File: src/rtl/i2c_am_pkg.sv
package i2c_am_pkg;
  localparam int unsigned SLOTS_DEF  = 4;
  localparam int unsigned ADDR_W_DEF = 7;
endpackage

File: src/rtl/i2c_am_slot_cmp.sv
// One slot: masked address compare plus general-call acceptance.
module i2c_am_slot_cmp #(
  parameter int unsigned AW = 7
) (
  input  logic [AW:0]   cfg_i,   // [AW:1] address, [0] gc enable
  input  logic [AW:0]   mask_i,  // [AW:1] don't-care bits
  input  logic [AW-1:0] rx_addr_i,
  output logic          addr_hit_o,
  output logic          gc_hit_o
);
  logic [AW-1:0] slot_addr;
  logic [AW-1:0] care;
  logic          rx_is_gc;

  assign slot_addr = cfg_i[AW:1];
  assign care      = ~mask_i[AW:1];
  assign rx_is_gc  = (rx_addr_i == '0);

  assign addr_hit_o = !rx_is_gc && (slot_addr != '0) &&
                      (((rx_addr_i ^ slot_addr) & care) == '0);
  assign gc_hit_o   = rx_is_gc && cfg_i[0];
endmodule

File: src/rtl/i2c_am_prio_pick.sv
// Lowest-index winner among the request bits.
module i2c_am_prio_pick #(
  parameter int unsigned N  = 4,
  parameter int unsigned IW = 2
) (
  input  logic [N-1:0]  req_i,
  output logic          any_o,
  output logic [IW-1:0] idx_o
);
  always_comb begin
    idx_o = '0;
    for (int i = N - 1; i >= 0; i--) begin
      if (req_i[i]) idx_o = IW'(i);
    end
  end
  assign any_o = |req_i;
endmodule

File: src/rtl/i2c_am_flags.sv
// Sticky hit flags, write-1-to-clear, set wins over clear.
module i2c_am_flags #(
  parameter int unsigned N = 4
) (
  input  logic         clk_i,
  input  logic         rst_ni,
  input  logic [N-1:0] set_i,
  input  logic [N-1:0] clr_i,
  output logic [N-1:0] flags_o
);
  always_ff @(posedge clk_i or negedge rst_ni) begin
    if (!rst_ni) flags_o <= '0;
    else         flags_o <= (flags_o & ~clr_i) | set_i;
  end

  for (genvar g = 0; g < N; g++) begin : g_chk
    p_flag_sticky_r8: assert property (@(posedge clk_i) disable iff (!rst_ni)
      (flags_o[g] && !clr_i[g]) |=> flags_o[g]);
    p_flag_set_wins_r8: assert property (@(posedge clk_i) disable iff (!rst_ni)
      set_i[g] |=> flags_o[g]);
  end
endmodule

File: src/rtl/i2c_addr_matcher.sv
module i2c_addr_matcher
  import i2c_am_pkg::*;
#(
  parameter int unsigned NUM_SLOTS = SLOTS_DEF,
  parameter int unsigned ADDR_W    = ADDR_W_DEF,
  localparam int unsigned BYTE_W   = ADDR_W + 1,
  localparam int unsigned IDX_W    = (NUM_SLOTS > 1) ? $clog2(NUM_SLOTS) : 1
) (
  input  logic                          clk_i,
  input  logic                          rst_ni,
  input  logic [NUM_SLOTS*BYTE_W-1:0]   slot_cfg_i,
  input  logic [NUM_SLOTS*BYTE_W-1:0]   slot_mask_i,
  input  logic                          is_master_i,
  input  logic [BYTE_W-1:0]             rx_byte_i,
  input  logic                          rx_valid_i,
  input  logic [NUM_SLOTS-1:0]          flag_clr_i,
  output logic                          match_o,
  output logic [IDX_W-1:0]              match_idx_o,
  output logic                          gen_call_o,
  output logic                          rw_o,
  output logic [NUM_SLOTS-1:0]          match_flags_o
);
  logic [ADDR_W-1:0]    rx_addr;
  logic [NUM_SLOTS-1:0] addr_hit, gc_hit, hit;
  logic                 take, any_hit;
  logic [IDX_W-1:0]     win_idx;

  assign rx_addr = rx_byte_i[BYTE_W-1:1];
  assign take    = rx_valid_i && !is_master_i;

  for (genvar g = 0; g < NUM_SLOTS; g++) begin : g_slot
    i2c_am_slot_cmp #(.AW(ADDR_W)) u_cmp (
      .cfg_i      (slot_cfg_i[g*BYTE_W +: BYTE_W]),
      .mask_i     (slot_mask_i[g*BYTE_W +: BYTE_W]),
      .rx_addr_i  (rx_addr),
      .addr_hit_o (addr_hit[g]),
      .gc_hit_o   (gc_hit[g])
    );
    assign hit[g] = addr_hit[g] | gc_hit[g];
  end

  i2c_am_prio_pick #(.N(NUM_SLOTS), .IW(IDX_W)) u_pick (
    .req_i (hit),
    .any_o (any_hit),
    .idx_o (win_idx)
  );

  always_ff @(posedge clk_i or negedge rst_ni) begin
    if (!rst_ni) begin
      match_o     <= 1'b0;
      match_idx_o <= '0;
      gen_call_o  <= 1'b0;
      rw_o        <= 1'b0;
    end else begin
      match_o    <= take && any_hit;
      gen_call_o <= take && (|gc_hit);
      if (take && any_hit) begin
        match_idx_o <= win_idx;
        rw_o        <= rx_byte_i[0];
      end
    end
  end

  i2c_am_flags #(.N(NUM_SLOTS)) u_flags (
    .clk_i   (clk_i),
    .rst_ni  (rst_ni),
    .set_i   (take ? hit : '0),
    .clr_i   (flag_clr_i),
    .flags_o (match_flags_o)
  );

  p_master_ignored_r9: assert property (@(posedge clk_i) disable iff (!rst_ni)
    is_master_i |=> !match_o && !gen_call_o);
  p_needs_strobe_r6: assert property (@(posedge clk_i) disable iff (!rst_ni)
    !rx_valid_i |=> !match_o);
  p_gc_has_match_r4: assert property (@(posedge clk_i) disable iff (!rst_ni)
    gen_call_o |-> match_o);
  p_rw_hold_r7: assert property (@(posedge clk_i) disable iff (!rst_ni)
    !match_o |-> $stable(rw_o));
  p_winner_flagged_r5: assert property (@(posedge clk_i) disable iff (!rst_ni)
    match_o |-> match_flags_o[match_idx_o]);
endmodule

File: config.mk
export PLATFORM = sky130hd
export DESIGN_NAME = i2c_addr_matcher
export DESIGN_NICKNAME = d
export VERILOG_FILES = /design/src/rtl/i2c_am_pkg.sv /design/src/rtl/i2c_am_slot_cmp.sv /design/src/rtl/i2c_am_prio_pick.sv /design/src/rtl/i2c_am_flags.sv /design/src/rtl/i2c_addr_matcher.sv
export SDC_FILE = /design/constraint.sdc
export NUM_CORES = 1
export LEC_CHECK = 0
export CAP_MARGIN = 20
export CORE_MARGIN = 2
export CORE_UTILIZATION = 32
export DETAILED_ROUTE_END_ITERATION = 10
export PLACE_DENSITY_LB_ADDON = 0.2
export REMOVE_ABC_BUFFERS = 1
export SYNTH_ARGS = -nofsm -noshare
export SYNTH_HDL_FRONTEND = slang
export SYNTH_HIERARCHICAL = 1
export SYNTH_SLANG_ARGS = --single-unit
File: constraint.sdc
create_clock -name clk_i -period 1 [get_ports clk_i]
set_input_delay 0.25 -clock clk_i [delete_from_list [all_inputs] [get_ports clk_i]]
set_output_delay 0.25 -clock clk_i [all_outputs]
set_load 0.005 [all_outputs]
==> metrics.yaml <==
placement:
  pre_cts_slack_ns: -1.56
  detailed_placement_wirelength_estimate_microns: 3360
  gp_routability_congestion: 0.793
  port_buffers: 84
sta:
  period_share: 1.91
  achievable-frequency_mhz: 524
  timing.final.ws_setup_ns: -0.908
  rsz0062_at_grt: "true"
  skew_ns: 0
  final_number_of_setup_violating_endpoints: 17
  timing_hold_violations_final: 0
  maxSlewViolCount: 0
  finalWorstPathRequiredPeriod_ns: 1.91
  final_layout_setup_total_negative_slack_ns: -6.05
  worst_slew_margin_rel: 0.687
  worst_pin_slew_ns: 0.470
power:
  clock_power_share: 0.139
  power.switching_w: 0.000732
  power.switching_fraction: 0.338
  share_comb_of_total_power: 0.650
  power.static_leakage_nw: 1.30
  finalPower_w: 0.00216
  power.share.sequential: 0.210
  vdd_ir_drop_max_v: 0.000350
  powerDensity_mw_per_mm2: 773
  intPower_w: 0.00143
route:
  met2_wirelength_from_detailed_routing_microns: 3400
  drt-initial-drc-count: 132
  detailedRoute.firstPassIterationCount: 4
  via_count: 1805
  m1WireLength_microns: 2290
  wl_met3_microns: 583
  ant_nets: 0
  top_layer_used: "met4"
  drc_errors: 0
  post_drt_via_cell_ratio: 5.66
  avgRoutedWirePerCell_microns: 21.4
  routed_wire_length_microns: 6830
grt:
  grt_max_degree: 10
  number_of_global_route_vias_before_repair: 1814
  number_of_antenna_violations_at_the_first_check_in_global_routing: 0
  globalRouteOverflowTotal: 0
  track_usage: 0.318
  grt_first_pass_wirelength_microns: 8510
floorplan:
  fp.dieH_microns: 60.3
  top_level_i_o_count: 89
  floorplan.die.width_microns: 60.3
  initial_utilization: 0.336
  die_area_sq_mm: 0.00364
  core-area_sq_mm: 0.00303
  floorplan.rows: 20
synth:
  sequential_area_share_after_synthesis: 0.222
  cell_taking_the_most_area_after_synthesis: "dfrtp_1"
  synthDominantCellAreaShare: 0.222
  ys_ff_latch: 9
  syn-instance-count: 124
  yosysWarningCount: 6
  synth.area.top_cells: "dfrtp_1, xnor2_1, o22ai_1, nor2_1, nor4_2"
  synth.distinct_cells: 20
  mean_area_per_synthesized_cell_sq_um: 8.19
  synth.cell_area_sq_mm: 0.00102
clock_tree:
  tritoncts_clock_tree: "yes"
  ctsHoldBuffers: 0
  cts_num_sinks: 9
  clkTransAtPathRegs_ns: 0.07
  tritoncts_buffer_count: 3
  clock_insertion_delay_worst_skew_ns: 0.27
  root_buffer: "clkbuf_4"
  cts_max_path_buffers: 2
  ctsHtreeMaxLevel: 1
layout:
  fin_util: 0.925
  layout.nets: 356
  post_route_cells_drive_above_1_share: 0.600
  antenna_cells_inserted: 0
  filler_cell_count: 108
  area_delta_synth_final_pct: 176
  area_of_all_sequential_standard_cells_sq_um: 225
  multi_input_area_sq_mm: 0.00113
worst_setup_path:
  crit-reg2reg-capture: "match_idx_o[0]"
  cpPeakStageDelay_ns: 0.38
  worst_setup_path_end_kind: "flip-flop"
  worstPathArrival_ns: 2.07
  ff2ff_path_depth: 3
  worst-r2r-setup-slack_ns: 0.02
  crit_fanout: 4
  path_buf_inv: 1
  reg2reg_from: "match_idx_o[0]"
  cpLargestDelayFamily: "simple AND/OR/NAND/NOR gates"
  critical_path_required_ns: 1.16
  crit_path_cell_trace: "dlygate4sd2_1 > nor2_1 > a22oi_2 > o22ai_2 > nor4_2 > or2_4 > nor2_4 > nand2_2 > nand3b_4 > mux2_4"
  timing.setup.critical_path_class: "in -> reg"
  critical_path.slowest_cell: "nor4_2"
  cp-start-kind: "input port"
min_path:
  hold_crit_class: "in -> async"
status:
  outcome: "complete, but fails checks"
  violations: "negative setup slack"
flow_run:
  maxCapViolCount: 0
-- layout make-up --
class                           count  area share
Tap cell                           44      0.0197
Clock buffer                        4     0.00938
Sequential cell                     9      0.0804
Inverter                           10      0.0134
Multi-Input combinational cell    105       0.404
Timing Repair Buffer              147       0.473
-- stage by stage --
step	hold WS [ns]	instances	cell area [sq um]
CTS	0.291	316	2640
finish	0.273	319	2800
floorplan	-0.0456	124	1020
global placement	0.460	300	2270
detailed placement	0.466	300	2270
global route	0.283	319	2800
-- worst reg2reg max path: cells and delay by family (launching register included) --
family	cells	cell delay, ns
flops	1	0.38
mux	1	0.24
buf+inv	2	0.25
-- routing by layer --
| layer | GRT usage | vias to the layer above |
|---|---|---|
| li1 | - | 759 |
| met1 | 0.361 | 839 |
| met2 | 0.587 | 148 |
| met3 | 0.0320 | 59 |
| met4 | 0.159 | 0 |
| met5 | 0 | - |
-- kinds of logic after synthesis --
group	after synthesis	share of synthesized area
flops	9	0.222
mux	3	0.0443
simple gates	49	0.289
buf+inv	10	0.0369
compound gates	29	0.201
xor+xnor	24	0.207
-- power groups by stage --
stage	Sequential [W]	Clock, W	Combinational [W]
floorplan	0.000467	0	0.000351
global placement	0.000460	0	0.00107
detailed placement	0.000462	0	0.00109
CTS	0.000454	0.000282	0.00124
global route	0.000461	0.000324	0.00148
finish	0.000455	0.000301	0.00141
-- how the worst max path moves through the flow --
stage	cells after the start	slack (ns)	startpoint	to
final	10	-0.91	slot_cfg_i[30]	match_idx_o[1]
after global placement	10	-1.44	rx_byte_i[6]	rw_o
after CTS	10	-0.69	slot_cfg_i[29]	match_idx_o[1]
after floorplan	9	-0.87	slot_cfg_i[18]	match_idx_o[0]
after global routing	10	-0.97	slot_cfg_i[30]	match_idx_o[1]
after detailed placement	10	-1.56	rx_byte_i[6]	match_idx_o[1]
-- placed cells by master, fill, tap and decap left out, drive strengths merged, types with 4 or more instances in the layout --
cell type,Yosys,final
inv,10,10
nand3,4,4
dfrtp,9,9
nor3b,4,4
a32oi,4,4
buf,0,92
nor2,19,19
nor2b,4,4
xnor2,24,24
or2,4,4
dlygate4sd2,0,15
o22ai,16,16
a22oi,4,4
clkdlybuf4s50,0,36
a21o,4,4
clkbuf,0,5
nor4,9,9
-- synth_stat cells --
cell / n
a21o_1: 4
a21oi_2: 1
a22oi_1: 4
a32oi_1: 4
dfrtp_1: 9
inv_1: 10
mux2_4: 3
nand2_1: 1
nand2b_1: 2
nand3_1: 4
nand3b_4: 1
nor2_1: 19
nor2b_1: 4
nor3_1: 1
nor3b_1: 4
nor4_1: 5
nor4_2: 4
o22ai_1: 16
or2_2: 4
xnor2_1: 24
-- sequential cells by signal, indices dropped and copies added, names as in the netlist --
register	cells
rw_o	1
match_o	1
match_idx_o	2
u_flags/flags_o	4
gen_call_o	1
-- timing repair --
item / in CTS / in global routing
setup endpoints to repair: 18 / 17
endpoints found under the hold margin: 0 / 0
resized for setup: 222 / 37
gates cloned: 0 / 0
setup buffers: 12 / 6
pin swaps: 43 / 21
Note: power is estimated with default switching activity, not from simulation.
